<file path="src/rtl/mpf_pkg.sv">
package mpf_pkg;
  typedef enum logic [1:0] {
    FR_NONE = 2'd0,
    FR_DATA = 2'd1,
    FR_ADDR = 2'd2
  } frame_kind_e;
endpackage

</file>
<file path="src/rtl/mpf_classify.sv">
module mpf_classify (
  input  logic                  vld_i,
  input  logic                  rx_en_i,
  input  logic                  mp_en_i,
  input  logic                  addr_bit_i,
  input  logic                  marker_i,
  output mpf_pkg::frame_kind_e  kind_o
);
  import mpf_pkg::*;

  always_comb begin
    kind_o = FR_NONE;
    if (vld_i && rx_en_i) begin
      if (mp_en_i && (marker_i == addr_bit_i)) kind_o = FR_ADDR;
      else                                     kind_o = FR_DATA;
    end
  end
endmodule

</file>
<file path="src/rtl/mpf_block_ctl.sv">
module mpf_block_ctl #(
  parameter bit RST_BLOCKED = 1'b0
) (
  input  logic clk_i,
  input  logic rst_ni,
  input  logic block_i,
  input  logic unblock_i,
  output logic blocked_o
);
  logic blocked_q;

  always_ff @(posedge clk_i or negedge rst_ni) begin
    if (!rst_ni)        blocked_q <= RST_BLOCKED;
    else if (block_i)   blocked_q <= 1'b1;  // block wins
    else if (unblock_i) blocked_q <= 1'b0;
  end

  assign blocked_o = blocked_q;
endmodule

</file>
<file path="src/rtl/mpf_sticky_flag.sv">
module mpf_sticky_flag (
  input  logic clk_i,
  input  logic rst_ni,
  input  logic set_i,
  input  logic clr_i,
  output logic flag_o
);
  logic flag_q;

  always_ff @(posedge clk_i or negedge rst_ni) begin
    if (!rst_ni)     flag_q <= 1'b0;
    else if (set_i)  flag_q <= 1'b1;  // set wins over clear
    else if (clr_i)  flag_q <= 1'b0;
  end

  assign flag_o = flag_q;
endmodule

</file>
<file path="src/rtl/mp_addr_filter.sv">
module mp_addr_filter #(
  parameter int unsigned DATA_W      = 8,
  parameter bit          RST_BLOCKED = 1'b0,
  localparam int unsigned FRAME_W    = DATA_W + 1
) (
  input  logic               clk_i,
  input  logic               rst_ni,
  input  logic               rx_en_i,
  input  logic               mp_en_i,
  input  logic               addr_bit_i,
  input  logic               frame_vld_i,
  input  logic [FRAME_W-1:0] frame_i,
  input  logic               buf_full_i,
  input  logic               block_i,
  input  logic               unblock_i,
  input  logic               addr_flag_clr_i,
  input  logic               ovf_clr_i,
  output logic               wr_en_o,
  output logic [FRAME_W-1:0] wr_data_o,
  output logic               addr_flag_o,
  output logic               ovf_flag_o,
  output logic               blocked_o
);
  import mpf_pkg::*;

  frame_kind_e       kind;
  logic              blocked;
  logic              load_req;
  logic              accept;
  logic              ovf_set;
  logic              wr_en_q;
  logic [FRAME_W-1:0] wr_data_q;

  mpf_classify u_classify (
    .vld_i      (frame_vld_i),
    .rx_en_i    (rx_en_i),
    .mp_en_i    (mp_en_i),
    .addr_bit_i (addr_bit_i),
    .marker_i   (frame_i[FRAME_W-1]),
    .kind_o     (kind)
  );

  mpf_block_ctl #(.RST_BLOCKED(RST_BLOCKED)) u_block (
    .clk_i     (clk_i),
    .rst_ni    (rst_ni),
    .block_i   (block_i),
    .unblock_i (unblock_i),
    .blocked_o (blocked)
  );

  // block state as registered before this cycle's commands
  assign load_req = (kind == FR_ADDR) || ((kind == FR_DATA) && !blocked);
  assign accept   = load_req && !buf_full_i;
  assign ovf_set  = load_req &&  buf_full_i;

  always_ff @(posedge clk_i or negedge rst_ni) begin
    if (!rst_ni) begin
      wr_en_q   <= 1'b0;
      wr_data_q <= '0;
    end else begin
      wr_en_q <= accept;
      if (accept) wr_data_q <= frame_i;
    end
  end

  mpf_sticky_flag u_addr_flag (
    .clk_i  (clk_i),
    .rst_ni (rst_ni),
    .set_i  (kind == FR_ADDR),
    .clr_i  (addr_flag_clr_i),
    .flag_o (addr_flag_o)
  );

  mpf_sticky_flag u_ovf_flag (
    .clk_i  (clk_i),
    .rst_ni (rst_ni),
    .set_i  (ovf_set),
    .clr_i  (ovf_clr_i),
    .flag_o (ovf_flag_o)
  );

  assign wr_en_o   = wr_en_q;
  assign wr_data_o = wr_data_q;
  assign blocked_o = blocked;
endmodule

</file>
<file path="config.mk">
export PLATFORM = sky130hd
export DESIGN_NAME = mp_addr_filter
export DESIGN_NICKNAME = d
export VERILOG_FILES = /design/src/rtl/mpf_pkg.sv /design/src/rtl/mpf_classify.sv /design/src/rtl/mpf_block_ctl.sv /design/src/rtl/mpf_sticky_flag.sv /design/src/rtl/mp_addr_filter.sv
export SDC_FILE = /design/constraint.sdc
export NUM_CORES = 1
export LEC_CHECK = 0
export ABC_CLOCK_PERIOD_IN_PS = 2000
export BUFFER_PORTS_ARGS = -buffer_cell sky130_fd_sc_hd__buf_2
export CAP_MARGIN = 20
export CORE_AREA = 2 2 39 41
export DETAILED_ROUTE_END_ITERATION = 8
export DIE_AREA = 0 0 41 43
export GPL_ROUTABILITY_DRIVEN = 0
export PLACE_DENSITY_LB_ADDON = 0.1
export REMOVE_ABC_BUFFERS = 1
export SLEW_MARGIN = 20
export SYNTH_ARGS = -nofsm -noshare
export SYNTH_HDL_FRONTEND = slang
export SYNTH_SLANG_ARGS = --single-unit
</file>
<file path="constraint.sdc">
create_clock -name clk_i -period 2 [get_ports clk_i]
set_clock_uncertainty 0.1 [all_clocks]
set_input_delay 0.2 -clock clk_i [delete_from_list [all_inputs] [get_ports clk_i]]
set_output_delay 0.2 -clock clk_i [all_outputs]
set_load 0.01 [all_outputs]
</file>
==> flow_summary.json <==
{
  "yosysSeqAreaShare": 0.6089,
  "dpl.hpwl_um": 811,
  "synth_cell_types": 13,
  "reg2reg_depth": 3,
  "synth_top_flop_cell": "dfrtp_1",
  "finalMaxSlewViolations": 0,
  "fin_setup_tns_ns": 0,
  "clock-sinks": 13,
  "syn_area_per_cell_um2": 14.84,
  "r2r-start": "u_block.blocked_o",
  "yosysWarnings": 0,
  "critPathSlowestCell": "dfrtp_1",
  "drv_cap": 0,
  "worstPathArrival_ns": 1.52,
  "synth_top_cell_by_area": "dfrtp_1",
  "fin_crit_ns": 1.466,
  "diodes": 0,
  "crit_path_cell_trace": "and4bb_4, a21oi_4, mux2_2",
  "grt_max_degree": 14,
  "start_util": 0.3861,
  "min_to": "u_ovf_flag.flag_o",
  "synth_area_um2": 534.3,
  "fillers": 133,
  "p_comb_frac": 0.263,
  "grt_usage": 0.1348,
  "cts_htree_levels": 1,
  "slew_headroom": 0.7440,
  "clockPowerShare": 0.229,
  "ant_nets": 0,
  "leakagePower_nw": 0.3998,
  "multi_input_area_um2": 193.9,
  "cts_tree": "done",
  "synth_common_cells": "dfrtp_1, mux2_2, inv_1",
  "overflow": 0,
  "vdd_ir_drop_max_mv": 0.5024,
  "fin_nets": 95,
  "synth_top_area_share": 0.6089,
  "via_per_inst": 4.789,
  "rsz0062_at_grt": "no",
  "coreArea_um2": 1384,
  "fin_crit_sh": 0.7330,
  "cts-root-buf": "clkbuf_4",
  "clockBufferDepth": 2,
  "avgRoutedWirePerCell_um": 11.64,
  "finalPower_uw": 681.5,
  "cts_made_buffers": 3,
  "vias": 431,
  "grt_pass1_vias": 375,
  "grt_pass1_wl_um": 1531,
  "io_buffers": 32,
  "min_from": "ovf_clr_i",
  "ys_ff_latch": 13,
  "fp.dieW_um": 41,
  "instances_no_fill": 90,
  "ys_async_sr_fraction": 1.000,
  "post-cts-setup-buffer-count": 0,
  "final_layout_size_suffix_gt1_frac": 0.6486,
  "drc": 0,
  "fmax_ghz": 0.6821,
  "synth_edf_count": 0,
  "syn_inst": 36,
  "die_h_um": 43,
  "ctsHoldBuffers": 1,
  "clkTransAtPathRegs_ns": 0.08,
  "seq_power_share": 0.508,
  "endpoint_kind": "register",
  "cp-start-kind": "register",
  "synth_area_leaders": "dfrtp_1, mux2_2, a21oi_4, and4bb_4, inv_1",
  "post_cts_resized": 0,
  "internal_power_uw": 492.3,
  "p_sw_uw": 189.2,
  "synth_most_common_cell": "dfrtp_1",
  "worstHoldPathCells": 2,
  "status": "finished clean",
  "power_density_nw_per_um2": 894.4,
  "cp_slowest_stage_delay_ns": 0.38,
  "placementRows": 14,
  "area_growth_pct": 42.62,
  "hp-class": "input pin to register",
  "whs_ns": 0.02102,
  "hold_violations": 0,
  "path_max_fanout": 10,
  "r2r_setup_slack_ns": 0.53,
  "r2r-end": "wr_data_o[5]",
  "drt_iter0_drc": 0,
  "setup_viol": 0,
  "worst_ep_required_time_ns": 2.06,
  "die_area_um2": 1763,
  "ioPinCount": 33,
  "wirelength_um": 1048,
  "antenna_found_initial": 0,
  "swShare": 0.2776,
  "first_pass_iters": 1,
  "tightest_slew_ns": 0.3813,
  "seqCellArea_um2": 325.3,
  "worstSetupPathType": "register to register",
  "clk_latency_ns": 0.27,
  "placed_cells": 84
}
state kept, by name, indices dropped and copies added, names as in the netlist:
register            cells
wr_en_o                 1
u_block.blocked_o       1
wr_data_o               9
u_addr_flag.flag_o      1
u_ovf_flag.flag_o       1
cells by family after synthesis:
kind of cell,after synthesis,share of synthesized area
buffers and inverters,4,0.02809
xor gates and xnor gates,1,0.01640
muxes,9,0.1897
DFF,13,0.6089
AOI/OAI and AO/OA,5,0.07964
and+or+nand+nor,4,0.07728
routing by layer:
metal | global-route usage | up-vias | share of wire
li1 | - | 203 | -
met1 | 0.1395 | 210 | 0.39
met2 | 0.2094 | 18 | 0.53
met3 | 0.06283 | 0 | 0.073
met4 | 0.08000 | 0 | 0
met5 | 0 | - | 0
cell usage in the layout (no fill, tap or decap):
master / count
nand3_1: 1
clkinv_2: 1
mux2_2: 9
a21oi_4: 1
buf_2: 32
a21o_1: 1
o22ai_1: 1
dfrtp_1: 13
and4b_4: 1
a21boi_0: 1
xnor2_1: 1
inv_1: 4
o21ai_0: 1
clkbuf_4: 3
and4bb_4: 1
dlygate4sd3_1: 2
nand4_1: 1
layout make-up:
type / instances / share of cell area
repair buffers: 34 / 0.2365
inverters: 4 / 0.01970
well taps: 16 / 0.02627
clock inverters: 1 / 0.006568
multi-input cells: 19 / 0.2545
clock buffers: 3 / 0.02956
flip-flops and latches: 13 / 0.4269
per-stage QoR:
step	area, um2	worst slack (ns)	utilization
floorplan	534.3	0.5764	-
global placement	714.4	0.5323	0.5163
detailed placement	714.4	0.5194	0.5163
CTS	752.0	0.5105	0.5434
global route	762.0	0.4541	0.5506
finish	762.0	0.5340	0.5506
how the worst max path moves through the flow:
stage	start	endpoint	slack, ns	cells past startpoint
3_5_place_dp	u_block.blocked_o	wr_data_o[1]	0.52	3
3_3_place_gp	u_block.blocked_o	wr_data_o[8]	0.53	3
4_1_cts	u_block.blocked_o	wr_data_o[5]	0.51	3
5_1_grt	u_block.blocked_o	wr_data_o[5]	0.45	3
2_1_floorplan	u_block.blocked_o	wr_data_o[0]	0.58	3
6_report	u_block.blocked_o	wr_data_o[5]	0.53	3
critical path, delay by kind of cell (launching register included):
family / cells / cell delay (ns)
compound gates: 1 / 0.28
mux: 1 / 0.38
simple gates: 1 / 0.21
flops: 1 / 0.38
power groups by stage:
stage / combinational (mW) / clock, mW / sequential, mW
finish: 0.179 / 0.156 / 0.346
global route: 0.198 / 0.186 / 0.352
CTS: 0.182 / 0.167 / 0.348
detailed placement: 0.180 / 0 / 0.353
global placement: 0.177 / 0 / 0.350
floorplan: 0.0614 / 0 / 0.378
Power figures use the tool's default switching activity.
